File: src/rtl/acd_pkg.sv
package acd_pkg;
  localparam int unsigned NCH       = 2;
  localparam int unsigned MOD_W     = 8;
  localparam int unsigned FP_W      = 4;
  localparam int unsigned PRE_RATIO = 8;
  localparam int unsigned CH_W      = $clog2(NCH);

  typedef struct packed {
    logic             fs_oe;
    logic             bclk_oe;
    logic             mclk_oe;
    logic             bclk_inv;
    logic             mclk_inv;
    logic [FP_W-1:0]  fp;
    logic [MOD_W-1:0] mod;
    logic             pre8;
    logic             bypass;
    logic             src_b;
  } acd_cfg_t;

  localparam int unsigned CFG_W = $bits(acd_cfg_t);
endpackage

File: src/rtl/acd_cfg_reg.sv
module acd_cfg_reg
  import acd_pkg::*;
(
  input  logic     clk_i,
  input  logic     rst_ni,
  input  logic     we_i,
  input  acd_cfg_t data_i,
  input  logic     load_i,
  output acd_cfg_t shadow_o,
  output acd_cfg_t active_o
);
  acd_cfg_t shadow_q, active_q;
  logic     pend_q;

  always_ff @(posedge clk_i or negedge rst_ni) begin
    if (!rst_ni) begin
      shadow_q <= '0;
      active_q <= '0;
      pend_q   <= 1'b0;
    end else begin
      if (load_i && pend_q) active_q <= shadow_q;
      if (we_i) begin
        shadow_q <= data_i;
        pend_q   <= 1'b1;
      end else if (load_i) begin
        pend_q   <= 1'b0;
      end
    end
  end

  assign shadow_o = shadow_q;
  assign active_o = active_q;

  // working copy moves only at a period end
  p_active_hold_r8: assert property (@(posedge clk_i) disable iff (!rst_ni)
    !load_i |=> $stable(active_q));

  // shadow reflects the last write
  p_shadow_write_r9: assert property (@(posedge clk_i) disable iff (!rst_ni)
    we_i |=> shadow_q == $past(data_i));
endmodule

File: src/rtl/acd_mclk_stage.sv
module acd_mclk_stage #(
  parameter int unsigned MOD_W     = acd_pkg::MOD_W,
  parameter int unsigned PRE_RATIO = acd_pkg::PRE_RATIO
) (
  input  logic             clk_i,
  input  logic             rst_ni,
  input  logic             tick_i,
  input  logic             pre8_i,
  input  logic [MOD_W-1:0] mod_i,
  input  logic             bypass_i,
  output logic             unit_o,
  output logic             mclk_o,
  output logic             stb_o
);
  localparam int unsigned PRE_W = $clog2(PRE_RATIO);

  logic [PRE_W-1:0] pc_q;
  logic [MOD_W-1:0] mc_q;
  logic             mclk_q, stb_q;
  logic             pre_wrap, mod_wrap, t1, unit_norm;

  assign pre_wrap  = pc_q == PRE_W'(PRE_RATIO - 1);
  assign t1        = tick_i & (!pre8_i | pre_wrap);
  assign mod_wrap  = mc_q == mod_i;
  assign unit_norm = t1 & mod_wrap;
  assign unit_o    = bypass_i ? tick_i : unit_norm;

  always_ff @(posedge clk_i or negedge rst_ni) begin
    if (!rst_ni) begin
      pc_q   <= '0;
      mc_q   <= '0;
      mclk_q <= 1'b0;
      stb_q  <= 1'b0;
    end else if (bypass_i) begin
      mclk_q <= tick_i;
      stb_q  <= tick_i;
    end else begin
      if (tick_i && pre8_i) pc_q <= pre_wrap ? '0 : pc_q + 1'b1;
      if (t1) mc_q <= mod_wrap ? '0 : mc_q + 1'b1;
      stb_q <= unit_norm & !mclk_q;
      if (unit_norm) mclk_q <= !mclk_q;
    end
  end

  assign mclk_o = mclk_q;
  assign stb_o  = stb_q;

  // modulus counter stays within the programmed range
  p_mod_range_r2: assert property (@(posedge clk_i) disable iff (!rst_ni)
    mc_q <= mod_i);

  // no tick, no master clock movement outside bypass
  p_mclk_hold_r7: assert property (@(posedge clk_i) disable iff (!rst_ni)
    (!tick_i && !bypass_i) |=> $stable(mclk_q));

  // a strobe marks a high master clock
  p_stb_high_r12: assert property (@(posedge clk_i) disable iff (!rst_ni)
    stb_q |-> mclk_q);
endmodule

File: src/rtl/acd_bclk_stage.sv
module acd_bclk_stage #(
  parameter int unsigned FP_W = acd_pkg::FP_W
) (
  input  logic            clk_i,
  input  logic            rst_ni,
  input  logic            unit_i,
  input  logic [FP_W-1:0] fp_i,
  input  logic            bypass_i,
  output logic            term_o,
  output logic            bclk_o,
  output logic            stb_o
);
  localparam int unsigned CW = FP_W + 1;

  logic [CW-1:0] bc_q, last;
  logic [CW:0]   fdiv, hi, bc_nx;
  logic          at_last, bclk_q, stb_q;

  // bypass counts source ticks (length F), else master half periods (2F)
  assign last    = bypass_i ? CW'(fp_i) : {fp_i, 1'b1};
  assign fdiv    = (CW+1)'(fp_i) + 1'b1;
  assign hi      = bypass_i ? ((fdiv + 1'b1) >> 1) : fdiv;
  assign bc_nx   = {1'b0, bc_q} + 1'b1;
  assign at_last = bc_q >= last;
  assign term_o  = unit_i & at_last;

  always_ff @(posedge clk_i or negedge rst_ni) begin
    if (!rst_ni) begin
      bc_q   <= '1;
      bclk_q <= 1'b0;
      stb_q  <= 1'b0;
    end else begin
      stb_q <= 1'b0;
      if (unit_i) begin
        if (at_last) begin
          bc_q   <= '0;
          bclk_q <= 1'b1;
          stb_q  <= 1'b1;
        end else begin
          bc_q   <= bc_nx[CW-1:0];
          bclk_q <= bc_nx < hi;
        end
      end
    end
  end

  assign bclk_o = bclk_q;
  assign stb_o  = stb_q;

  // bit clock moves only on a stage unit
  p_bclk_hold_r4: assert property (@(posedge clk_i) disable iff (!rst_ni)
    !unit_i |=> ($stable(bclk_q) && !stb_q));
endmodule

File: src/rtl/audio_clk_div.sv
module audio_clk_div
  import acd_pkg::*;
(
  input  logic             clk_i,
  input  logic             rst_ni,
  input  logic             src_a_i,
  input  logic             src_b_i,
  input  logic             cfg_we_i,
  input  logic [CH_W-1:0]  cfg_ch_i,
  input  logic [CFG_W-1:0] cfg_data_i,
  output logic [NCH-1:0]   mclk_o,
  output logic [NCH-1:0]   mclk_stb_o,
  output logic [NCH-1:0]   bclk_o,
  output logic [NCH-1:0]   bclk_stb_o,
  output logic [NCH-1:0]   mclk_oe_o,
  output logic [NCH-1:0]   bclk_oe_o,
  output logic [NCH-1:0]   fs_oe_o
);
  for (genvar c = 0; c < NCH; c++) begin : g_ch
    acd_cfg_t shadow, active;
    logic     we, tick, byp, unit, term, mclk_raw, mstb, bclk_raw, bstb;

    assign we   = cfg_we_i && (cfg_ch_i == CH_W'(c));
    assign tick = active.src_b ? src_b_i : src_a_i;
    assign byp  = active.bypass & !active.src_b;

    acd_cfg_reg u_cfg (
      .clk_i    (clk_i),
      .rst_ni   (rst_ni),
      .we_i     (we),
      .data_i   (acd_cfg_t'(cfg_data_i)),
      .load_i   (term),
      .shadow_o (shadow),
      .active_o (active)
    );

    acd_mclk_stage #(.MOD_W(MOD_W), .PRE_RATIO(PRE_RATIO)) u_mclk (
      .clk_i    (clk_i),
      .rst_ni   (rst_ni),
      .tick_i   (tick),
      .pre8_i   (active.pre8),
      .mod_i    (active.mod),
      .bypass_i (byp),
      .unit_o   (unit),
      .mclk_o   (mclk_raw),
      .stb_o    (mstb)
    );

    acd_bclk_stage #(.FP_W(FP_W)) u_bclk (
      .clk_i    (clk_i),
      .rst_ni   (rst_ni),
      .unit_i   (unit),
      .fp_i     (active.fp),
      .bypass_i (byp),
      .term_o   (term),
      .bclk_o   (bclk_raw),
      .stb_o    (bstb)
    );

    assign mclk_o[c]     = mclk_raw ^ active.mclk_inv;
    assign bclk_o[c]     = bclk_raw ^ active.bclk_inv;
    assign mclk_stb_o[c] = mstb;
    assign bclk_stb_o[c] = bstb;
    assign mclk_oe_o[c]  = shadow.mclk_oe;
    assign bclk_oe_o[c]  = shadow.bclk_oe;
    assign fs_oe_o[c]    = shadow.fs_oe;

    // bit clock edges sit on master clock edges
    p_bclk_on_mclk_r12: assert property (@(posedge clk_i) disable iff (!rst_ni)
      bstb |-> mstb);
  end
endmodule

File: config.mk
export PLATFORM = sky130hd
export DESIGN_NAME = audio_clk_div
export DESIGN_NICKNAME = d
export VERILOG_FILES = /design/src/rtl/acd_pkg.sv /design/src/rtl/acd_cfg_reg.sv /design/src/rtl/acd_mclk_stage.sv /design/src/rtl/acd_bclk_stage.sv /design/src/rtl/audio_clk_div.sv
export SDC_FILE = /design/constraint.sdc
export NUM_CORES = 1
export LEC_CHECK = 0
export ABC_AREA = 1
export BUFFER_PORTS_ARGS = -buffer_cell sky130_fd_sc_hd__buf_2
export CORE_MARGIN = 5
export CORE_UTILIZATION = 50
export DETAILED_ROUTE_END_ITERATION = 12
export PLACE_DENSITY = 0.71
export RECOVER_POWER = 100
export SLEW_MARGIN = 20
export SYNTH_ARGS = -nofsm -noshare
export SYNTH_HDL_FRONTEND = slang
export SYNTH_SLANG_ARGS = --single-unit
File: constraint.sdc
create_clock -name clk_i -period 2.34 [get_ports clk_i]
set_input_delay 0.351 -clock clk_i [delete_from_list [all_inputs] [get_ports clk_i]]
set_output_delay 0.351 -clock clk_i [all_outputs]
set_load 0.05 [all_outputs]
==> key figures <==
Run status
  • Status: complete, no violations

Logic synthesis
  • Synthesized cell area: 6180 um2
  • Post-synth EDFFs: 0
  • Syn. warnings: 0
  • Asr flop ratio synth: 100%
  • Syn Nets: around 800
  • Syn avg cell area: 8.27 um2
  • Post-Syn Instances: around 750
  • Netlist cell types: 40
  • Seq/Total Area, Yosys: 47.2%
  • #FFs+latches synth: 116
  • Synth Flop Type: dfrtp_1

Global routing
  • Largest net degree at the start of global routing: 52
  • First-pass GRT wire length: roughly 23000 um
  • Gr usage total: between 15 and 20%
  • Number of global-route vias before repair: 4853
  • GR Overflow Total: 0
  • Initial antenna violation count: 0

STA
  • Rel. slew slack: around 4.3%
  • Final setup viols: 0
  • Worst slew pin tran: between 1 and 1.5 ns
  • Final Hold Fails: 0
  • Unrepaired setup endpoints after global routing: true
  • Final Worst Setup Slack: between 0.1 and 0.15 ns
  • Clk_skew: around 0.0076 ns
  • Tcrit/Tclk final: ~94%
  • Setup TNS: 0 ns
  • Max-slew violations: 0
  • F_max: between 400 and 500 MHz
  • Tmin final: roughly 2.2 ns

Clock tree
  • Clk_lat worst skew: 0.41 ns
  • CTS sink cnt: between 100 and 150
  • TritonCTS buffer count: 17
  • CTS tree: yes
  • Clk Tree Root Cell: clkbuf_16
  • CTS max path bufs: 2
  • Clk slew on worst S/H paths: ~0.050 ns
  • H-tree depth: 4

Placement
  • Number of port buffers: 39
  • Dpl ws: approximately 0.024 ns
  • Final GP Congestion: about 0.87
  • Hpwl dp: 9250 um

Setup path
  • Data required, critical path: ~2.7 ns
  • Most frequent cell on the critical path: nand2_1
  • Crit path DAT: roughly 2.5 ns
  • Top Family by Delay on Critical Path: simple AND/OR/NAND/NOR gates
  • Startpoint type of the worst setup path: flip-flop
  • Worst Setup Path Type: reg -> reg
  • Beginning of the critical path: g_ch[0].u_cfg.active_o[0]$_DFFE_PN0P_
  • Crit path cell chain: inv_2, nand2_4, inv_4, nand2_1, ha_1, inv_1, nand2_1, a21oi_1, or2_0, nand2_4, inv_2, nand2_1, o21ai_0
  • CP Max Fanout: 16
  • RR Startpoint: g_ch[0].u_cfg.active_o[0]$_DFFE_PN0P_
  • CP Capture Type: flip-flop
  • CP Buf/Inv Count: 4
  • Max incr delay on CP: just under 0.4 ns
  • Crit-path slowest cell: dfrtp_1

Floorplanning
  • Row count: 40
  • Die height: 121 um
  • Initial Util: between 50 and 60%
  • Die area: between 10000 and 15000 um2
  • I/O Pins: 40
  • Die width: 121 um
  • Core ar.: ~12000 um2

Layout
  • Layout net count: roughly 840
  • N_diodes: 0
  • Multi-input gate area: ~2800 um2
  • Layout cells sized above 1: a little over an eighth
  • Register area: around 3000 um2
  • Commonest non-fill, non-tap cells in the layout: 246 x nand2_1, 104 x dfrtp_1, 72 x inv_1
  • Most common cell after layout, fill and taps aside: nand2_1
  • Fillers: about 1000
  • Area grow syn2layout: 15.4%

Drt
  • Vias per cell: 5.21
  • Via count of the routed design: about 5000
  • Initial DRC count: between 300 and 400
  • Post-DRT Antenna Nets: 0
  • Drt wl/cell: between 10 and 15 um
  • Drt drc: 0
  • Drt pass-1 iters: 4
  • Total Wirelength: 13400 um

Min path
  • Hold path start: cfg_we_i
  • Worst min-delay path class: in -> reg

Power
  • VDD IR-drop max: roughly 1200 uV
  • Power Dens Cells: 1250 nW/um2
  • LEAKAGE: 0.00364 uW

Run
  • Max cap viols: 0
==> Yosys cell counts (4+ instances only) <==
master | n | area (um2)
inv_2 | 4 | 15.0
nand3_1 | 29 | 145
a21o_1 | 4 | 30.0
xor2_1 | 16 | 140
nand2_1 | 249 | 935
ha_1 | 31 | 388
nand4_1 | 35 | 219
clkbuf_1 | 10 | 37.5
a21oi_1 | 11 | 55.1
inv_1 | 74 | 278
nor2_1 | 24 | 90.1
xnor2_1 | 13 | 114
buf_2 | 9 | 45.0
buf_4 | 14 | 105
dfstp_2 | 10 | 263
dfrtp_1 | 106 | 2650
nor3_1 | 7 | 35.0
o21ai_0 | 69 | 345
==> logic make-up after synthesis <==
family	Yosys count	synth area share, %
simple gates	361	25.7
flops	116	47.2
buf+inv	115	8.38
compound gates	95	8.32
fa+ha+maj	31	6.28
xor+xnor	29	4.11
==> through the flow <==
step	instance area, um2	hold slack, ns	power [uW]	cells	util [%]
after floorplan	6180	0.0554	5380	747	-
after global placement	6460	0.305	5920	929	53.6
after detailed placement	6460	0.309	6070	929	53.6
after CTS	7090	0.171	8820	960	58.8
after global routing	7130	0.190	9540	963	59.1
final	7130	0.180	8920	963	59.1
==> flip-flops by register name (all words and copies together), names as in the netlist <==
name / count
g_ch.u_bclk.stb_o: 2
g_ch.u_cfg.pend_q: 2
g_ch.u_mclk.mc_q: 16
g_ch.u_bclk.bclk_o: 2
g_ch.u_cfg.shadow_o: 40
g_ch.u_mclk.stb_o: 2
g_ch.u_cfg.active_o: 34
g_ch.u_mclk.pc_q: 6
g_ch.u_mclk.mclk_o: 2
g_ch.u_bclk.bc_q: 10
==> final cells by class <==
| cell class | instances | area share, % |
|---|---|---|
| clock buffers | 22 | 6.93 |
| clock inverters | 8 | 1.74 |
| inverters | 78 | 4.14 |
| multi-input cells | 518 | 39.3 |
| flip-flops and latches | 116 | 40.9 |
| well taps | 168 | 2.95 |
| repair buffers | 53 | 3.97 |
==> timing repair <==
| item | CTS | global route |
|---|---|---|
| resized for setup | 1 | 16 |
| endpoints found under the hold margin | 27 | 0 |
| cloned | 0 | 2 |
| endpoints found under the setup margin | 18 | 44 |
| pin swaps | 0 | 3 |
| hold buffers | 1 | 0 |
| setup buffers | 0 | 1 |
==> worst register-to-register path: cells and delay by family, from the launching register on <==
kind	cells	cell delay (ns)
buffers and inverters	4	0.40
AND/OR/NAND/NOR	6	0.66
adder cells (fa/ha/maj)	1	0.30
AO/OA/AOI/OAI	2	0.38
flip-flops	1	0.39
==> report_power, final <==
| group | switching (uW) | internal, uW | leakage (uW) |
|---|---|---|---|
| sequential | 522 | 2540 | 0.00145 |
| clock | 896 | 1800 | 0.000300 |
| combinational | 2030 | 1130 | 0.00189 |
| total | 3450 | 5470 | 0.00364 |
==> metal layers <==
| layer | track usage, % | routed length, um |
|---|---|---|
| met5 | 0 | 0 |
| met4 | 7.63 | 253 |
| met3 | 4.62 | 521 |
| met2 | 31.1 | 6440 |
| met1 | 25.2 | 6150 |
==> worst paths after layout <==
| check | endpoint | slack, ns | cells past startpoint |
|---|---|---|---|
| max in group asynchronous | g_ch[1].u_cfg.active_o[11]$_DFFE_PN0P_ | 0.37 | 3 |
| min reg2reg | g_ch[0].u_cfg.shadow_o[19]$_DFFE_PN0P_ | 0.48 | 2 |
| min in group asynchronous | g_ch[0].u_mclk.mc_q[7]$_DFFE_PN0P_ | 0.41 | 2 |
| min | g_ch[1].u_cfg.pend_q$_DFFE_PN0P_ | 0.18 | 3 |
| max | g_ch[0].u_bclk.bc_q[4]$_DFFE_PN1N_ | 0.14 | 13 |
| max reg2reg | g_ch[0].u_bclk.bc_q[4]$_DFFE_PN1N_ | 0.14 | 13 |
Note: power is estimated with default switching activity, not from simulation.
